$ cat src/rtl/fsq_pkg.sv
package fsq_pkg;

    localparam int ADDR_W = 3;
    localparam int DATA_W = 8;

    typedef enum logic [ADDR_W-1:0] {
        REG_LEN_LO = 3'd0,
        REG_LEN_HI = 3'd1,
        REG_LSTAT  = 3'd2,
        REG_RESUME = 3'd3,
        REG_QINFO  = 3'd4
    } fsq_reg_e;

    typedef struct packed {
        logic ovr;
        logic too_long;
        logic abort;
        logic crc;
    } fsq_flags_t;

    localparam int FLAGS_W = $bits(fsq_flags_t);

    localparam int DIR_TX = 0;
    localparam int DIR_RX = 1;
    localparam int N_DIR  = 2;

    function automatic logic [DATA_W-1:0] status_byte(input fsq_flags_t f);
        return {3'b000, f.ovr, f.too_long, f.abort, f.crc, 1'b0};
    endfunction

endpackage

$ cat src/rtl/fsq_store.sv
module fsq_store
    import fsq_pkg::*;
#(
    parameter int DEPTH = 8,
    parameter int LEN_W = 12
) (
    input  logic             clk,
    input  logic             rst,
    input  logic             push_i,
    input  logic [LEN_W-1:0] push_len_i,
    input  fsq_flags_t       push_flags_i,
    input  logic             pop_i,
    output logic [LEN_W-1:0] head_len_o,
    output fsq_flags_t       head_flags_o,
    output logic             empty_o,
    output logic             full_o,
    output logic             ovf_o
);
    localparam int PTR_W = (DEPTH > 1) ? $clog2(DEPTH) : 1;
    localparam int CNT_W = $clog2(DEPTH + 1);
    localparam logic [PTR_W-1:0] LAST_PTR = PTR_W'(DEPTH - 1);
    localparam logic [CNT_W-1:0] FULL_CNT = CNT_W'(DEPTH);

    logic [LEN_W-1:0] len_mem  [DEPTH];
    fsq_flags_t       flag_mem [DEPTH];
    logic [PTR_W-1:0] wr_ptr, rd_ptr;
    logic [CNT_W-1:0] count;
    logic             ovf_q;
    logic             do_push, do_pop;

    assign empty_o = (count == '0);
    assign full_o  = (count == FULL_CNT);
    assign do_pop  = pop_i && !empty_o;
    assign do_push = push_i && (!full_o || do_pop);

    function automatic logic [PTR_W-1:0] bump(input logic [PTR_W-1:0] p);
        return (p == LAST_PTR) ? '0 : p + 1'b1;
    endfunction

    always_ff @(posedge clk) begin
        if (do_push) begin
            len_mem[wr_ptr]  <= push_len_i;
            flag_mem[wr_ptr] <= push_flags_i;
        end
    end

    always_ff @(posedge clk) begin
        if (rst) begin
            wr_ptr <= '0;
            rd_ptr <= '0;
            count  <= '0;
            ovf_q  <= 1'b0;
        end else begin
            if (do_push) wr_ptr <= bump(wr_ptr);
            if (do_pop)  rd_ptr <= bump(rd_ptr);
            case ({do_push, do_pop})
                2'b10:   count <= count + 1'b1;
                2'b01:   count <= count - 1'b1;
                default: count <= count;
            endcase
            if (push_i && !do_push) ovf_q <= 1'b1;
        end
    end

    assign head_len_o   = len_mem[rd_ptr];
    assign head_flags_o = flag_mem[rd_ptr];
    assign ovf_o        = ovf_q;

    // the read decode never asks for a pop while the queue is empty
    a_r5_no_pop_empty: assert property (@(posedge clk) disable iff (rst)
        pop_i |-> !empty_o);
    // the overflow bit stays set until reset
    a_r7_ovf_sticky: assert property (@(posedge clk) disable iff (rst)
        ovf_o |=> ovf_o);
    // a lone push into a queue with room grows it by one
    a_r2_count_grow: assert property (@(posedge clk) disable iff (rst)
        (push_i && !full_o && !pop_i) |=> (count == $past(count) + 1'b1));
    // push and pop together on a full queue keep it full
    a_r8_full_swap: assert property (@(posedge clk) disable iff (rst)
        (push_i && pop_i && full_o) |=> full_o);

endmodule

$ cat src/rtl/fsq_regrd.sv
module fsq_regrd
    import fsq_pkg::*;
#(
    parameter int LEN_W = 12
) (
    input  logic              clk,
    input  logic              rst,
    input  logic              rd_en_i,
    input  logic [ADDR_W-1:0] rd_addr_i,
    input  logic [LEN_W-1:0]  head_len_i,
    input  fsq_flags_t        head_flags_i,
    input  logic              empty_i,
    input  logic              ovf_i,
    output logic              pop_o,
    output logic              resume_o,
    output logic [DATA_W-1:0] rd_data_o
);
    fsq_reg_e          sel;
    logic [DATA_W-1:0] len_lo, len_hi, rd_next, rd_q;

    assign sel    = fsq_reg_e'(rd_addr_i);
    assign len_lo = empty_i ? '0 : DATA_W'(head_len_i);
    assign len_hi = empty_i ? '0 : DATA_W'(head_len_i >> DATA_W);

    always_comb begin
        rd_next = '0;
        if (rd_en_i) begin
            case (sel)
                REG_LEN_LO: rd_next = len_lo;
                REG_LEN_HI: rd_next = len_hi;
                REG_LSTAT:  rd_next = empty_i ? '0 : status_byte(head_flags_i);
                REG_QINFO:  rd_next = {{(DATA_W-1){1'b0}}, ovf_i};
                default:    rd_next = '0;
            endcase
        end
    end

    assign pop_o    = rd_en_i && (sel == REG_LSTAT) && !empty_i;
    assign resume_o = rd_en_i && (sel == REG_RESUME);

    always_ff @(posedge clk) begin
        if (rst) rd_q <= '0;
        else     rd_q <= rd_next;
    end

    assign rd_data_o = rd_q;

    // the resume register always reads as zero
    a_r10_resume_zero: assert property (@(posedge clk) disable iff (rst)
        resume_o |=> (rd_data_o == '0));
    // no strobe, no data
    a_r6_idle_zero: assert property (@(posedge clk) disable iff (rst)
        !rd_en_i |=> (rd_data_o == '0));
    // reserved status bits stay zero
    a_r4_reserved_zero: assert property (@(posedge clk) disable iff (rst)
        (rd_en_i && sel == REG_LSTAT) |=> (rd_data_o[7:5] == 3'b000 && rd_data_o[0] == 1'b0));

endmodule

$ cat src/rtl/fsq_halt.sv
module fsq_halt
    import fsq_pkg::*;
(
    input  logic             clk,
    input  logic             rst,
    input  logic [N_DIR-1:0] event_i,
    input  logic             resume_i,
    output logic [N_DIR-1:0] halt_o
);
    for (genvar d = 0; d < N_DIR; d++) begin : g_dir
        logic halt_q;

        always_ff @(posedge clk) begin
            if (rst)              halt_q <= 1'b0;
            else if (event_i[d])  halt_q <= 1'b1;
            else if (resume_i)    halt_q <= 1'b0;
        end

        assign halt_o[d] = halt_q;

        // an event halts its direction on the next cycle
        a_r9_event_halts: assert property (@(posedge clk) disable iff (rst)
            event_i[d] |=> halt_o[d]);
        // resume without a new event releases the direction
        a_r10_resume_clears: assert property (@(posedge clk) disable iff (rst)
            (resume_i && !event_i[d]) |=> !halt_o[d]);
        // a halt only drops after a resume
        a_r9_halt_holds: assert property (@(posedge clk) disable iff (rst)
            (halt_o[d] && !resume_i) |=> halt_o[d]);
    end

endmodule

$ cat src/rtl/frame_status_queue.sv
module frame_status_queue
    import fsq_pkg::*;
#(
    parameter int DEPTH = 8,
    parameter int LEN_W = 12
) (
    input  logic              clk,
    input  logic              rst,
    input  logic              push_i,
    input  logic [LEN_W-1:0]  push_len_i,
    input  logic              push_ovr_i,
    input  logic              push_long_i,
    input  logic              push_abort_i,
    input  logic              push_crc_i,
    input  logic              tx_underrun_i,
    input  logic              rx_overrun_i,
    input  logic              rd_en_i,
    input  logic [ADDR_W-1:0] rd_addr_i,
    output logic [DATA_W-1:0] rd_data_o,
    output logic              tx_halt_o,
    output logic              rx_halt_o
);
    fsq_flags_t       in_flags, head_flags;
    logic [LEN_W-1:0] head_len;
    logic             empty, full, ovf, pop, resume;
    logic [N_DIR-1:0] dir_event, dir_halt;

    assign in_flags = '{ovr: push_ovr_i, too_long: push_long_i,
                        abort: push_abort_i, crc: push_crc_i};

    fsq_store #(.DEPTH(DEPTH), .LEN_W(LEN_W)) u_store (
        .clk          (clk),
        .rst          (rst),
        .push_i       (push_i),
        .push_len_i   (push_len_i),
        .push_flags_i (in_flags),
        .pop_i        (pop),
        .head_len_o   (head_len),
        .head_flags_o (head_flags),
        .empty_o      (empty),
        .full_o       (full),
        .ovf_o        (ovf)
    );

    fsq_regrd #(.LEN_W(LEN_W)) u_regrd (
        .clk          (clk),
        .rst          (rst),
        .rd_en_i      (rd_en_i),
        .rd_addr_i    (rd_addr_i),
        .head_len_i   (head_len),
        .head_flags_i (head_flags),
        .empty_i      (empty),
        .ovf_i        (ovf),
        .pop_o        (pop),
        .resume_o     (resume),
        .rd_data_o    (rd_data_o)
    );

    assign dir_event[DIR_TX] = tx_underrun_i;
    assign dir_event[DIR_RX] = rx_overrun_i;

    fsq_halt u_halt (
        .clk      (clk),
        .rst      (rst),
        .event_i  (dir_event),
        .resume_i (resume),
        .halt_o   (dir_halt)
    );

    assign tx_halt_o = dir_halt[DIR_TX];
    assign rx_halt_o = dir_halt[DIR_RX];

    // a full queue stays full while nothing is removed
    a_r7_full_kept: assert property (@(posedge clk) disable iff (rst)
        (full && !pop) |=> full);

endmodule

$ cat config.mk
export PLATFORM = sky130hd
export DESIGN_NAME = frame_status_queue
export DESIGN_NICKNAME = d
export VERILOG_FILES = /design/src/rtl/fsq_pkg.sv /design/src/rtl/fsq_store.sv /design/src/rtl/fsq_regrd.sv /design/src/rtl/fsq_halt.sv /design/src/rtl/frame_status_queue.sv
export SDC_FILE = /design/constraint.sdc
export NUM_CORES = 1
export LEC_CHECK = 0
export BUFFER_PORTS_ARGS = -buffer_cell sky130_fd_sc_hd__buf_2
export CAP_MARGIN = 15
export CORE_UTILIZATION = 53
export CTS_BUF_LIST = sky130_fd_sc_hd__clkbuf_2
export DETAILED_ROUTE_END_ITERATION = 8
export PLACE_DENSITY = 0.68
export SKIP_LAST_GASP = 1
export SYNTH_ARGS = -nofsm -noshare
export SYNTH_HDL_FRONTEND = slang
export SYNTH_SLANG_ARGS = --single-unit
$ cat constraint.sdc
create_clock -name clk -period 4.95 [get_ports clk]
set_clock_uncertainty 0.05 [all_clocks]
set_input_delay 0.2475 -clock clk [delete_from_list [all_inputs] [get_ports clk]]
set_output_delay 0.2475 -clock clk [all_outputs]
set_load 0.01 [all_outputs]
==> impl_metrics.toml <==
[sta]
max_clock_freq_mhz = 371
finalHoldViolCount = 0
fin_crit_ns = 2.70
worst_pin_slew_ns = 0.983
setup_viol = 0
slew_headroom_pct = 34.0
rsz0062_at_grt = "false"
tns_ns = 0
finalMaxSlewViolations = 0
finalCritPeriodShare_pct = 54.5

[die]
rows = 38
core-area_sq_mm = 0.0109
dieArea_sq_mm = 0.0117
start_util_pct = 54.8
ios = 35
die_y_um = 108
die_width_um = 108

[worst_setup_path]
r2r_start = "u_store.count[0]$_SDFFE_PP0P_"
worstPathMaxFanout = 10
ff2ff_path_depth = 9
worst_setup_path_start_kind = "flop"
worstSetupPathType = "flop to flop"
critPathRequiredTime_ns = 5.50
rrSetupSlack_ns = 2.25
arrival_ns = 3.25
setup.worst_path.end = "u_store.count[2]$_SDFFE_PP0P_"
r2r_end = "u_store.count[2]$_SDFFE_PP0P_"
startpoint = "u_store.count[0]$_SDFFE_PP0P_"
worstSetupEndpointType = "flop"

[logic_synthesis]
synthesis.nets = 333
synth-main-ff-cell = "edfxtp_1"
syn_inst = 301
ys_types = 36
synth_top_area_share_pct = 64.4
synth_area_leaders = "edfxtp_1 (64%), dfxtp_1 (8.0%), mux4_2 (7.9%)"
syn_avg_cell_area_sq_um = 19.8
synthArstFlopShare_pct = 0
yosys.area.top_type = "edfxtp_1"
ys_seq_area_share_pct = 72.4
ys_seq_elements = 152
ys_warn_count = 0
syn_area_sq_mm = 0.00597
synth_edf_count = 128

[cts]
postCtsSetupBuffers = 0
numCtsBuffers = 17
htreeDepth = 4
tritoncts = "done"
clk_latency_ns = 0.64
clock_sinks = 152
cts_hold_buf = 26
root_buffer = "clkbuf_2"
cts_resized = 0
clk_pin_slew_ns = 0.19
clk_path_buf_depth = 2

[power_and_ir_drop]
p_int_w = 0.00181
cellLeakagePower_nw = 2.32
clockPowerShare_pct = 32.1
vdd_drop_max_v = 0.000281
switching_share_pct = 20.7
p_sw_w = 0.000472
power_frac_seq_pct = 62.6
power_density_mw_per_mm2 = 334
combPwrFrac_pct = 5.3

[route]
drc = 0
vias_per_cell = 5.66
final_antenna_net_count = 0
drt_iter0_markers = 142
drt-total-wl_um = 10800
dr_total_vias = 3004
drt-pass1-iter-count = 4
wl_per_cell_um = 20.3

[grt]
grt_max_degree = 30
overflow = 0
grt_pass1_wl_um = 16200
grt_pass1_vias = 2977
antenna_found_initial = 0
track_usage_pct = 20.3

[final_layout]
diodes = 0
mostFrequentLayoutCell = "edfxtp_1"
layout-drive-gt1-share_pct = 29.9
fin_cells = 531
layout_common_cells = "edfxtp_1 (128), buf_2 (34), dlygate4sd3_1 (26)"
syn_to_final_growth_pct = 14.4
nets = 411

[worst_hold_path]
hold_class = "primary input to flop"

[run]
cap_violations = 0

[placed_design]
place.gp.congestion = 0.759
numPortBuffers = 34
place_hpwl_um = 6090
place_inst = 474

[status]
status = "finished clean"
==> cells in the mapped netlist (2+ instances only) <==
cell type,instances
o21ai_1,5
mux4_1,11
nand2b_1,2
ha_1,7
buf_4,2
nand4b_1,2
or3_1,2
buf_8,2
a22oi_1,3
buf_6,3
nor3_1,7
mux4_2,21
mux2i_1,13
nor4_1,2
nor2b_1,2
a21oi_1,8
edfxtp_1,128
nor3b_1,2
buf_2,4
nor2_1,19
nand2_1,5
dfxtp_1,24
o21ai_0,4
nand3b_1,2
mux2_2,8
xor2_1,3
==> flip-flops by register name, summed over array words and instances (netlist names), named ones only <==
signal               flops
u_store.rd_ptr           3
u_store.ovf_o            1
u_store.flag_mem        32
u_regrd.rd_data_o        8
u_store.wr_ptr           3
u_store.len_mem         96
u_store.count            4
u_halt.g_dir.halt_q      2
==> layout make-up <==
class	count	area [sq um]
clock buffers	21	105
clock inverters	10	153
fillers	775	4060
multi-input cells	137	1560
flip-flops and latches	152	4330
well taps	140	175
repair buffers	71	513
==> worst max-delay path, stage by stage, from the launching register on <==
cell	delay (ns)
dfxtp_1	0.41
or4b_4	0.59
o21ai_4	0.33
ha_1	0.32
xor2_1	0.17
ha_1	0.16
a21oi_1	0.05
xor2_1	0.16
or3_1	0.30
a21oi_1	0.13
==> how the worst min path moves through the flow <==
stage	start	slack [ns]	endpoint	cells past startpoint
floorplan	push_crc_i	0.30	u_store.flag_mem[0][0]$_DFFE_PP_	0
global placement	tx_underrun_i	0.41	u_halt.g_dir[0].halt_q$_SDFFE_PP0P_	3
detailed placement	rx_overrun_i	0.42	u_halt.g_dir[1].halt_q$_SDFFE_PP0P_	3
CTS	rd_addr_i[2]	0.06	u_regrd.rd_data_o[0]$_SDFF_PP0_	5
global route	rd_addr_i[2]	0.05	u_regrd.rd_data_o[0]$_SDFF_PP0_	5
finish	rd_addr_i[2]	0.11	u_regrd.rd_data_o[0]$_SDFF_PP0_	5
==> per-stage QoR <==
stage | util, % | hold WS, ns | worst slack, ns | cell area (sq um) | total power (W)
after floorplan | - | 0.296 | 2.20 | 5970 | 0.00152
after global placement | 58.0 | 0.409 | 2.32 | 6310 | 0.00156
after detailed placement | 58.0 | 0.415 | 2.25 | 6310 | 0.00156
after CTS | 62.7 | 0.0569 | 2.23 | 6830 | 0.00230
after global routing | 62.7 | 0.0546 | 2.11 | 6830 | 0.00236
final | 62.7 | 0.115 | 2.25 | 6830 | 0.00228
==> kinds of logic after synthesis <==
| family | Yosys count | share of synthesized area (%) |
|---|---|---|
| muxes | 54 | 16.7 |
| xor gates and xnor gates | 3 | 0.440 |
| DFF | 152 | 72.4 |
| and+or+nand+nor | 50 | 4.74 |
| buffers and inverters | 12 | 1.89 |
| AOI/OAI and AO/OA | 23 | 2.35 |
| adders and majority gates | 7 | 1.47 |
==> power groups by stage <==
| stage | registers, W | logic, W | clock network, W |
|---|---|---|---|
| 4_1_cts | 0.00143 | 0.000122 | 0.000748 |
| 3_3_place_gp | 0.00145 | 0.000102 | 0 |
| 3_5_place_dp | 0.00146 | 0.000106 | 0 |
| 5_1_grt | 0.00143 | 0.000133 | 0.000799 |
| 6_report | 0.00143 | 0.000121 | 0.000731 |
| 2_1_floorplan | 0.00145 | 0.0000659 | 0 |
==> per-layer routing <==
layer,vias up,track usage [%],share of wire [%]
met3,14,5.00,3.4
li1,1386,-,-
met1,1545,25.9,44
met4,0,8.81,1.7
met5,-,0,0
met2,59,33.4,51
Note: power is estimated with default switching activity, not from simulation.
